## src/rtl/dc_trim_pkg.sv

```systemverilog
package dc_trim_pkg;
  typedef enum logic [1:0] {
    TRIM_PASS  = 2'd0,
    TRIM_TRACK = 2'd1,
    TRIM_HOLD  = 2'd2
  } trim_mode_e;

  function automatic trim_mode_e decode_mode(input logic hp, input logic hold);
    if (hold)    return TRIM_HOLD;
    else if (hp) return TRIM_TRACK;
    else         return TRIM_PASS;
  endfunction
endpackage

```

## src/rtl/dc_trim_rst_sync.sv

```systemverilog
module dc_trim_rst_sync (
  input  logic clk,
  input  logic rst_n,
  output logic srst_n
);
  logic [1:0] sync_q;
  logic [1:0] sync_d;

  always_comb sync_d = {sync_q[0], 1'b1};

  always_ff @(posedge clk or negedge rst_n) begin
    if (!rst_n) sync_q <= 2'b00;
    else        sync_q <= sync_d;
  end

  assign srst_n = sync_q[1];
endmodule

```

## src/rtl/dc_trim_est_bank.sv

```systemverilog
module dc_trim_est_bank #(
  parameter int NUM_CH   = 2,
  parameter int SAMPLE_W = 24,
  parameter int SHIFT_K  = 12,
  parameter int CH_W     = 1,
  localparam int ACC_W   = SAMPLE_W + SHIFT_K
) (
  input  logic                      clk,
  input  logic                      rst_n,
  input  logic                      upd_vld,
  input  logic [CH_W-1:0]           upd_ch,
  input  logic [SAMPLE_W-1:0]       upd_smp,
  input  logic [CH_W-1:0]           rd_ch,
  output logic [SAMPLE_W-1:0]       rd_off,
  output logic [NUM_CH*ACC_W-1:0]   acc_flat
);
  logic [SAMPLE_W-1:0] off_arr [NUM_CH];

  for (genvar g = 0; g < NUM_CH; g++) begin : g_ch
    logic signed [ACC_W-1:0] acc_q;
    logic signed [ACC_W-1:0] acc_d;
    logic signed [ACC_W:0]   tgt;
    logic signed [ACC_W:0]   diff;
    logic signed [ACC_W:0]   step;
    logic                    hit;

    always_comb begin
      hit   = upd_vld && (upd_ch == CH_W'(g));
      tgt   = {upd_smp[SAMPLE_W-1], upd_smp, {SHIFT_K{1'b0}}};
      diff  = tgt - {acc_q[ACC_W-1], acc_q};
      step  = diff >>> SHIFT_K;
      acc_d = hit ? (acc_q + step[ACC_W-1:0]) : acc_q;
    end

    always_ff @(posedge clk or negedge rst_n) begin
      if (!rst_n) acc_q <= '0;
      else if (hit) acc_q <= acc_d;
    end

    assign off_arr[g] = acc_q[ACC_W-1:SHIFT_K];
    assign acc_flat[g*ACC_W +: ACC_W] = acc_q;
  end

  always_comb begin
    rd_off = '0;
    for (int i = 0; i < NUM_CH; i++) begin
      if (rd_ch == CH_W'(i)) rd_off = off_arr[i];
    end
  end
endmodule

```

## src/rtl/dc_trim_sub_sat.sv

```systemverilog
module dc_trim_sub_sat #(
  parameter int SAMPLE_W = 24,
  parameter int CH_W     = 1
) (
  input  logic                clk,
  input  logic                rst_n,
  input  logic                in_vld,
  input  logic [CH_W-1:0]     in_ch,
  input  logic [SAMPLE_W-1:0] in_smp,
  input  logic [SAMPLE_W-1:0] off,
  input  logic                use_off,
  output logic                out_vld,
  output logic [CH_W-1:0]     out_ch,
  output logic [SAMPLE_W-1:0] out_smp
);
  localparam logic [SAMPLE_W-1:0] POS_MAX = {1'b0, {(SAMPLE_W-1){1'b1}}};
  localparam logic [SAMPLE_W-1:0] NEG_MIN = {1'b1, {(SAMPLE_W-1){1'b0}}};

  logic signed [SAMPLE_W:0] wide;
  logic [SAMPLE_W-1:0]      sub_eff;
  logic [SAMPLE_W-1:0]      res_d;

  always_comb begin
    sub_eff = use_off ? off : '0;
    wide    = {in_smp[SAMPLE_W-1], in_smp} - {sub_eff[SAMPLE_W-1], sub_eff};
    if (wide[SAMPLE_W] != wide[SAMPLE_W-1])
      res_d = wide[SAMPLE_W] ? NEG_MIN : POS_MAX;
    else
      res_d = wide[SAMPLE_W-1:0];
  end

  always_ff @(posedge clk or negedge rst_n) begin
    if (!rst_n) out_vld <= 1'b0;
    else        out_vld <= in_vld;
  end

  always_ff @(posedge clk or negedge rst_n) begin
    if (!rst_n) begin
      out_ch  <= '0;
      out_smp <= '0;
    end else if (in_vld) begin
      out_ch  <= in_ch;
      out_smp <= res_d;
    end
  end
endmodule

```

## src/rtl/dc_trim_top.sv

```systemverilog
module dc_trim_top #(
  parameter int NUM_CH   = 2,
  parameter int SAMPLE_W = 24,
  parameter int SHIFT_K  = 12,
  localparam int CH_W    = (NUM_CH > 1) ? $clog2(NUM_CH) : 1,
  localparam int ACC_W   = SAMPLE_W + SHIFT_K
) (
  input  logic                clk,
  input  logic                rst_n,
  input  logic                in_vld,
  input  logic [CH_W-1:0]     in_ch,
  input  logic [SAMPLE_W-1:0] in_smp,
  input  logic                hp_en,
  input  logic                hold_en,
  output logic                out_vld,
  output logic [CH_W-1:0]     out_ch,
  output logic [SAMPLE_W-1:0] out_smp
);
  import dc_trim_pkg::*;

  logic                    srst_n;
  trim_mode_e              mode;
  logic                    upd_vld;
  logic                    use_off;
  logic [SAMPLE_W-1:0]     cur_off;
  logic [NUM_CH*ACC_W-1:0] acc_flat;

  always_comb begin
    mode    = decode_mode(hp_en, hold_en);
    upd_vld = in_vld && (mode == TRIM_TRACK);
    use_off = (mode != TRIM_PASS);
  end

  dc_trim_rst_sync u_rst (
    .clk    (clk),
    .rst_n  (rst_n),
    .srst_n (srst_n)
  );

  dc_trim_est_bank #(
    .NUM_CH   (NUM_CH),
    .SAMPLE_W (SAMPLE_W),
    .SHIFT_K  (SHIFT_K),
    .CH_W     (CH_W)
  ) u_bank (
    .clk      (clk),
    .rst_n    (srst_n),
    .upd_vld  (upd_vld),
    .upd_ch   (in_ch),
    .upd_smp  (in_smp),
    .rd_ch    (in_ch),
    .rd_off   (cur_off),
    .acc_flat (acc_flat)
  );

  dc_trim_sub_sat #(
    .SAMPLE_W (SAMPLE_W),
    .CH_W     (CH_W)
  ) u_sub (
    .clk     (clk),
    .rst_n   (srst_n),
    .in_vld  (in_vld),
    .in_ch   (in_ch),
    .in_smp  (in_smp),
    .off     (cur_off),
    .use_off (use_off),
    .out_vld (out_vld),
    .out_ch  (out_ch),
    .out_smp (out_smp)
  );
endmodule

```

## config.mk

```make
export PLATFORM = sky130hd
export DESIGN_NAME = dc_trim_top
export DESIGN_NICKNAME = d
export VERILOG_FILES = /design/src/rtl/dc_trim_pkg.sv /design/src/rtl/dc_trim_rst_sync.sv /design/src/rtl/dc_trim_est_bank.sv /design/src/rtl/dc_trim_sub_sat.sv /design/src/rtl/dc_trim_top.sv
export SDC_FILE = /design/constraint.sdc
export NUM_CORES = 1
export LEC_CHECK = 0
export BUFFER_PORTS_ARGS = -buffer_cell sky130_fd_sc_hd__buf_2
export CAP_MARGIN = 20
export CORE_MARGIN = 2
export CORE_UTILIZATION = 37
export DETAILED_ROUTE_END_ITERATION = 7
export PLACE_DENSITY = 0.65
export SKIP_LAST_GASP = 1
export SLEW_MARGIN = 10
export SYNTH_ARGS = -nofsm -noshare
export SYNTH_HDL_FRONTEND = slang
export SYNTH_HIERARCHICAL = 1
export SYNTH_SLANG_ARGS = --single-unit
export TNS_END_PERCENT = 30
```

## constraint.sdc

```tcl
create_clock -name clk -period 3 [get_ports clk]
set_clock_uncertainty 0.15 [all_clocks]
set_input_delay 0.6 -clock clk [delete_from_list [all_inputs] [get_ports clk]]
set_output_delay 0.6 -clock clk [all_outputs]
set_load 0.01 [all_outputs]
```

Word-level counts from Yosys, hierarchy flattened
Cells that the tools add are included.

$add $sub $neg: 5. Equality and inequality tests: 2. Mux-type cells: 6. Bitwise gates (word level): 1. Reduce and logical (&&, ||, !) cells: 4.

Operators with widths (count): 2-to-1 mux 24 bit (4); subtractor 36 x 36 -> 37 bit (2); adder 36 bit (2); subtractor 24 x 24 -> 25 bit (1); logical AND 1 bit (3); equality test 2 x 1 -> 1 bit (second input constant) (1); 2-to-1 mux 2 bit (1); nonzero test 2 bit (1); 2-to-1 mux 1 bit (1); != test 1 bit (1); inverter 1 bit (1).

Bits in registers: 100. Bits of input ports: 30. Output and inout port bits: 26. Logic and storage cells: 24.

Depth between registers and ports, before layout
Gate-level depths: netlist (run 1).

Depth after elaboration: 7. Mapped depth: 23. Gate-level depth less buffers: 23.

Cells and area by module
The synthesis (run 1) kept the hierarchy.

Modules (own cells, without submodules): dc_trim_est_bank (instances 1, cells each 1069, area each 8366.8 µm²); dc_trim_sub_sat (instances 1, cells each 286, area each 2590.0 µm²); dc_trim_rst_sync (instances 1, cells each 3, area each 53.8 µm²); dc_trim_top (instances 1, cells each 2, area each 16.3 µm²).

Worst setup path before layout (run 1)
Ideal clock, no wire load.

Path type: input to register. Start point: in in_smp[1]. End point: reg u_bank.g_ch[1].acc_q[35]. Arrival: 5.300 ns. Required time: 2.770 ns. Setup slack: -2.530 ns. Stages: 21. Path buffers: 0. Cell sequence: ha_1 a21o_1 a21oi_2 a311oi_1 a221o_1 a221o_1 a211o_1 a41o_1 a21o_1 nand2_1 ha_1 a21o_1 a21o_1 a21oi_1 o21ai_0 and3_1 a2111oi_0 o31ai_1 or4_1 o211ai_2 xnor2_1.

Longest elaborated chain between the ends: 2.

Ends and longest elaborated chain: start, declared (line dc_trim_top.sv:12) `input logic [SAMPLE_W-1:0] in_smp,`; subtractor 36 x 36 -> 37 bit (line dc_trim_est_bank.sv:30) `diff = tgt - {acc_q[ACC_W-1], acc_q};`; adder 36 bit (line dc_trim_est_bank.sv:32) `acc_d = hit ? (acc_q + step[ACC_W-1:0]) : acc_q;`; end signal, assigned (line dc_trim_est_bank.sv:36) `if (!rst_n) acc_q <= '0;`; end signal, assigned (line dc_trim_est_bank.sv:37) `else if (hit) acc_q <= acc_d;`; end, declared (line dc_trim_est_bank.sv:20) `logic signed [ACC_W-1:0] acc_q;`.

Every way passes these cells. A chain may end at the register's enable or synchronous reset.

Final worst setup path (run 1)
Start point: reg u_bank.g_ch[1].acc_q[15]. End point: reg u_bank.g_ch[1].acc_q[34].

Longest elaborated chain between the ends: 2.

Ends and longest elaborated chain (line): subtractor 36 x 36 -> 37 bit (dc_trim_est_bank.sv:30); adder 36 bit * (dc_trim_est_bank.sv:32).

Mark *: on every way between the ends. The rest lies on a longest branch, timed or not.

==> out/metrics.cfg, run 1 <==
[drt]
wl_per_cell_microns=15.9
vias=12300
drtPass1Iterations=5
drc=0
ant_nets=0
wl_mm=37.2
drt-initial-drc-count=658
vias_per_cell=5.23

[critical_path]
endpoint=u_bank/g_ch[1].acc_q[34]
path_class=flop to flop
start_kind=flop
timing.rr.start=u_bank/g_ch[1].acc_q[15]
cp.arrival_ns=5.09
crit_path_end_kind=flop
r2r-end=u_bank/g_ch[1].acc_q[34]
crit_fanout=4
r2r.worst_path.cells=24
rrSetupSlack_ns=-2.00
crit_required_ns=3.09
crit_start=u_bank/g_ch[1].acc_q[15]

[die]
coreArea_sq_um=29500
start_util_pct=37.4
pin_count=56
die_height_microns=177
rows=63
die_area_sq_um=31200
dieWidth_microns=177

[synth]
ys_ff_latch=100
synth_top_area_share_pct=22.7
ys_types=79
yosys.area.top_type=dfrtp_1
syn_nets=1543
yosysWarnings=6
syn_inst=1360
synth-main-ff-cell=dfrtp_1
yosysSeqAreaShare_pct=22.7
synthesis.area_sq_um=11000
postSynthAreaPerCell_sq_um=8.11
async_flop_share_pct=100
synth_edf_count=0
synth.area.top_cells=dfrtp_1 23%, ha_1 17%, nand2_1 5.9%

[place]
gp_congestion=0.923
portBuffers=55
pre_cts_slack_ns=-2.34
dp_hpwl_mm=29.9
placed_cell_area_sq_um=16000

[final_layout]
final_core_util_pct=58.3
finalNetCount=2131
n_antenna_cell=0
drive_gt1_share_pct=42.1
ff_latch_area_sq_um=2510
multi_input_area_sq_um=8990
fillers=2517
design_area_sq_um=17200
layout_commonest_cell=buf_4
area_growth_pct=56.0
layout_common_cells=529 x buf_4, 166 x nand2_1, 135 x ha_1

[clock_tree]
cts_tree=done
clock_sinks=100
clk_latency_ns=0.37
cts.clk_slew.worst_paths_ns=0.08
cts_buffer_depth=2
htreeDepth=3
cts_buffers=9
clock-root-buffer=clkbuf_16

[timing]
drv_slew=0
hold_viol=0
worst_slew_pin_slew_ns=0.773
period_share_pct=167
period_needed_ns=5.00
max_freq_ghz=0.200
worst_slack_ns=-2.00
timing.hold.ws_ns=0.206
finalSetupViolCount=86
relSlewSlack_pct=48.4
rsz0062_at_grt=true

[global_routing]
grt_pass1_vias=12300
antenna_found_initial=0
grt_max_degree=55
grtUsageTotal_pct=23.8
grt_pass1_wl_mm=59.8
overflow=0

[outcome]
violations=negative setup slack
status=finished, violations left

[flow_run]
max_cap_violations=0

[min_path]
hold_path.class=flop to flop

worst max-delay path, stage by stage (launching register included):
cell      delay, ns
dfrtp_1        0.36
inv_1          0.07
ha_1           0.33
o21a_1         0.18
nor2_1         0.14
a311oi_2       0.08
a221o_1        0.39
a221o_1        0.39
a211o_1        0.30
a41o_1         0.21
buf_6          0.12
o21a_1         0.19
nor2_2         0.12
xnor2_1        0.13
ha_1           0.29
a21o_1         0.21
a21o_1         0.18
a21oi_2        0.16
o21a_1         0.17
o21ai_2        0.08
nand2_2        0.08
o211ai_1       0.09
a31oi_1        0.21
xor2_1         0.16
o21ai_1        0.07
layout make-up:
cell class              count  share of cell area, %
well taps                 390                   2.84
flip-flops and latches    100                   14.6
clock inverters             6                  0.546
inverters                  81                   1.77
repair buffers            610                   26.7
clock buffers              10                   1.33
multi-input cells        1146                   52.3
logic make-up after synthesis:
logic type                 synth area share (%)
AOI/OAI and AO/OA                          26.6
xor gates and xnor gates                   8.82
adders and majority gates                  18.9
buffers and inverters                      4.05
DFF                                        22.7
muxes                                      2.17
other                                    0.0340
and+or+nand+nor                            16.7
sequential cells by signal, summed over array words and instances, names as in the netlist:
| register | cells |
|---|---|
| u_sub/out_smp | 24 |
| u_sub/out_ch | 1 |
| u_bank/g_ch.acc_q | 72 |
| u_sub/out_vld | 1 |
| u_rst/sync_q | 2 |
worst min path at each step:
| stage | start | to | slack [ns] | cells past startpoint |
|---|---|---|---|---|
| final | u_rst/sync_q[0] | u_rst/sync_q[1] | 0.21 | 0 |
| after global routing | u_rst/sync_q[0] | u_rst/sync_q[1] | 0.22 | 0 |
| after CTS | u_rst/sync_q[0] | u_rst/sync_q[1] | 0.21 | 0 |
| after detailed placement | u_rst/sync_q[0] | u_rst/sync_q[1] | 0.19 | 0 |
| after global placement | u_rst/sync_q[0] | u_rst/sync_q[1] | 0.19 | 0 |
| after floorplan | rst_n | u_rst/sync_q[0] | 0.15 | 0 |
routing by layer:
metal,vias up,part of all wire [%],track usage (%)
li1,6097,-,-
met1,5793,43,29.9
met2,285,49,41.7
met3,87,4.2,2.71
met4,0,3.6,8.95
met5,-,0,0
synthesized netlist by cell type (all sizes together) (5+ instances only):
cell,instances
a41oi,7
a21boi,5
buf,7
and3,14
nor3,27
nand2b,10
nand4,21
nand2,172
xor2,47
maj3,13
a21o,71
a211oi,16
or2,6
nor2,77
dfrtp,100
nand3,16
o211ai,13
o21ai,130
clkbuf,26
and2,10
inv,81
a31oi,13
a21oi,108
ha,150
and4,5
o21a,22
o21bai,21
nor4,8
o31ai,11
nor2b,17
xnor2,64
mux2,17
through the flow:
step           setup TNS (ns)  instances
2_1_floorplan          -83.65       1360
3_3_place_gp          -110.12       2285
3_5_place_dp          -115.50       2285
4_1_cts                -90.28       2328
5_1_grt               -110.55       2343
6_report               -93.41       2343
timing repair:
action | CTS | global route
endpoints found under the hold margin | 2 | 0
setup buffers | 27 | 19
endpoints found under the setup margin | 85 | 87
hold buffers | 1 | 0
pin swaps | 77 | 65
resized for setup | 58 | 70
Power of run 1 is left out: the tool's default activity adds up to more than one toggle a clock period on the data nets, which glitch-free logic cannot reach.
==> inputs of run 2 (changes only) <==
- PLACE_DENSITY: 0.65 -> 0.67
==> run 2 against run 1 <==
  * The flow still finishes with violations (negative setup slack)
  * Hold slack got worse by 0.18 ns
  * Sequential share of layout area increased by 0.068 points
  * Via count increased by 0.24%
  * First-iteration DRC count increased by 3.6%
  * Flip-flop and latch count unchanged
  * Worst setup slack got worse by 0.029 ns
  * Core utilization decreased by 0.27 points
  * Wire length increased by 0.78%
  * Register-to-register slack got worse by 0.03 ns
  * Largest cell class unchanged
  * Die area unchanged
  * Global-route usage about the same
==> out/metrics.cfg, run 2 (synthesis gave the netlist of run 1 again) <==
[die]
dieWidth_microns=177  ; unchanged
coreArea_sq_um=29500  ; unchanged
die_height_microns=177  ; unchanged
rows=63  ; unchanged
pin_count=56  ; unchanged
start_util_pct=37.4  ; unchanged
die_area_sq_um=31200  ; unchanged

[final_layout]
area_growth_pct=55.2
multi_input_area_sq_um=8940  ; -0.46%
layout_commonest_cell=buf_4
drive_gt1_share_pct=41.9  ; -0.20 points
largest_reg_flops=72  ; unchanged
fin_cells=2345  ; +0.085%
fillers=2477  ; -1.6%
final_core_util_pct=58.1  ; -0.27 points
finalNetCount=2133  ; +0.094%
layout_common_cells=536 x buf_4, 167 x nand2_1, 132 x ha_1
top_register=u_bank/g_ch.acc_q
n_antenna_cell=0  ; unchanged
reg.largest.list=u_bank/g_ch.acc_q x72, u_sub/out_smp x24, u_rst/sync_q x2
ff_latch_area_sq_um=2510  ; unchanged

[critical_path]
crit_fanout=4  ; unchanged
crit_required_ns=3.14  ; +0.05 ns
start_kind=flop
crit_family=compound AO/OA/AOI/OAI gates
cp_slowest_stage_delay_ns=0.55  ; +0.16 ns
crit_slowest_cell=or4_1
critPathBufInv=1  ; -1
cp.arrival_ns=5.17  ; +0.08 ns
crit_top_cell=a21o_1
crit_path_end_kind=flop
crit_chain=inv_2 -> ha_4 -> a21o_1 -> a21oi_2 -> a311oi_2 -> a221o_1 -> a221o_1 -> a211o_1 -> a41o_1 -> a21o_1 -> nand2_4 -> ha_4 -> a21o_1 -> a21o_1 -> a21oi_2 -> o21ai_1 -> and3_1 -> a2111oi_4 -> o31ai_2 -> or4_1 -> o211ai_2 -> xnor2_1
path_class=flop to flop
rrSetupSlack_ns=-2.03  ; -0.03 ns

[timing]
hold_viol=0  ; unchanged
worst_slack_ns=-2.03  ; -0.0289 ns
period_needed_ns=5.03  ; +0.0289 ns
rsz0062_at_grt=true
max_freq_ghz=0.199  ; -0.57%
worst_slew_pin_slew_ns=0.751  ; -0.0224 ns
drv_slew=0  ; unchanged
finalSetupViolCount=88  ; +2.3%
period_share_pct=168  ; +0.96 points
relSlewSlack_pct=49.9  ; +1.5 points

[clock_tree]
cts_buffer_depth=2  ; unchanged
cts.clk_slew.worst_paths_ns=0.08  ; about the same
clock_sinks=100  ; unchanged
cts_tree=done
htreeDepth=3  ; unchanged
cts_buffers=9  ; unchanged
clock-root-buffer=clkbuf_16
clk_latency_ns=0.38  ; about the same

[drt]
wl_mm=37.5  ; +0.78%
drt-initial-drc-count=682  ; +3.6%
wl_per_cell_microns=16.0  ; +0.70%
drtPass1Iterations=5  ; unchanged
vias=12300  ; +0.24%
vias_per_cell=5.24  ; +0.16%
drc=0  ; unchanged
ant_nets=0  ; unchanged

[outcome]
violations=negative setup slack
status=finished, violations left

[min_path]
hold_path.class=flop to async pin

[place]
portBuffers=55  ; unchanged
pre_cts_slack_ns=-2.35  ; -0.00939 ns
gp_congestion=0.943  ; +2.2%
dp_hpwl_mm=29.8  ; -0.53%
place_inst=2291  ; +0.26%

[global_routing]
overflow=0  ; unchanged
grt_pass1_vias=12500  ; +1.4%
grtUsageTotal_pct=23.8  ; +0.030 points
grt_pass1_wl_mm=60.0  ; +0.36%
antenna_found_initial=0  ; unchanged
grt_max_degree=51  ; -7.3%

[flow_run]
max_cap_violations=0  ; unchanged

run 2: cell count changes in the layout (fill, tap and decap cells not counted), moves of 4 or more:
cell | previous run | this run
buf_4 | 529 | 536
buf_6 | 19 | 14
nor2_1 | 69 | 73
nor2_2 | 7 | 3
xnor2_1 | 58 | 62
run 2: area by class of cell:
cell class / count / share of cell area (%)
clock buffers: 12 / 1.50
clock inverters: 4 / 0.183
inverters: 81 / 1.78
multi-input cells: 1146 / 52.3
flip-flops and latches: 100 / 14.6
well taps: 390 / 2.85
repair buffers: 612 / 26.8
run 2: path summary, 6_finish.rpt:
check	from	end	depth (start not counted)
worst min-delay path	u_rst/sync_q[1]	u_bank/g_ch[1].acc_q[21]	0
min in group clk	u_rst/sync_q[0]	u_rst/sync_q[1]	0
max in group asynchronous	u_rst/sync_q[1]	u_sub/out_smp[20]	1
worst max-delay path	u_bank/g_ch[1].acc_q[13]	u_bank/g_ch[1].acc_q[35]	22
worst min register to register	u_rst/sync_q[1]	u_bank/g_ch[1].acc_q[21]	0
worst max register to register	u_bank/g_ch[1].acc_q[13]	u_bank/g_ch[1].acc_q[35]	22
run 2: routing by layer:
metal / global-route usage (%) / up-vias / share of wire (%)
li1: - / 6108 / -
met1: 29.4 / 5819 / 43
met3: 2.49 / 75 / 4.3
met4: 9.26 / 0 / 3.3
met5: 0 / - / 0
met2: 42.4 / 290 / 49
run 2: what timing repair did:
action | in CTS | in global routing
gates resized for setup | 48 | 64
hold endpoints to repair | 2 | 0
endpoints found under the setup margin | 85 | 88
hold buffers | 1 | 0
buffers inserted | 24 | 18
pin swaps | 51 | 77
gates cloned | 0 | 0
run 2: worst register-to-register path: cells and delay by family (launching register included):
family	cells	cell delay (ns)
AOI/OAI and AO/OA	15	2.95
and+or+nand+nor	3	0.81
adders and majority gates	2	0.44
DFF	1	0.41
xor gates and xnor gates	1	0.13
buffers and inverters	1	0.06
run 2: metrics by stage:
stage	cell area [sq um]	hold slack, ns	TNS, ns
2_1_floorplan	11500	0.154	-83.65
3_3_place_gp	16000	0.0188	-109.74
3_5_place_dp	16000	0.0177	-113.21
4_1_cts	16700	0.0266	-91.62
5_1_grt	17100	0.0359	-109.63
6_report	17100	0.0243	-93.07
Power of run 2 is left out for the same reason.
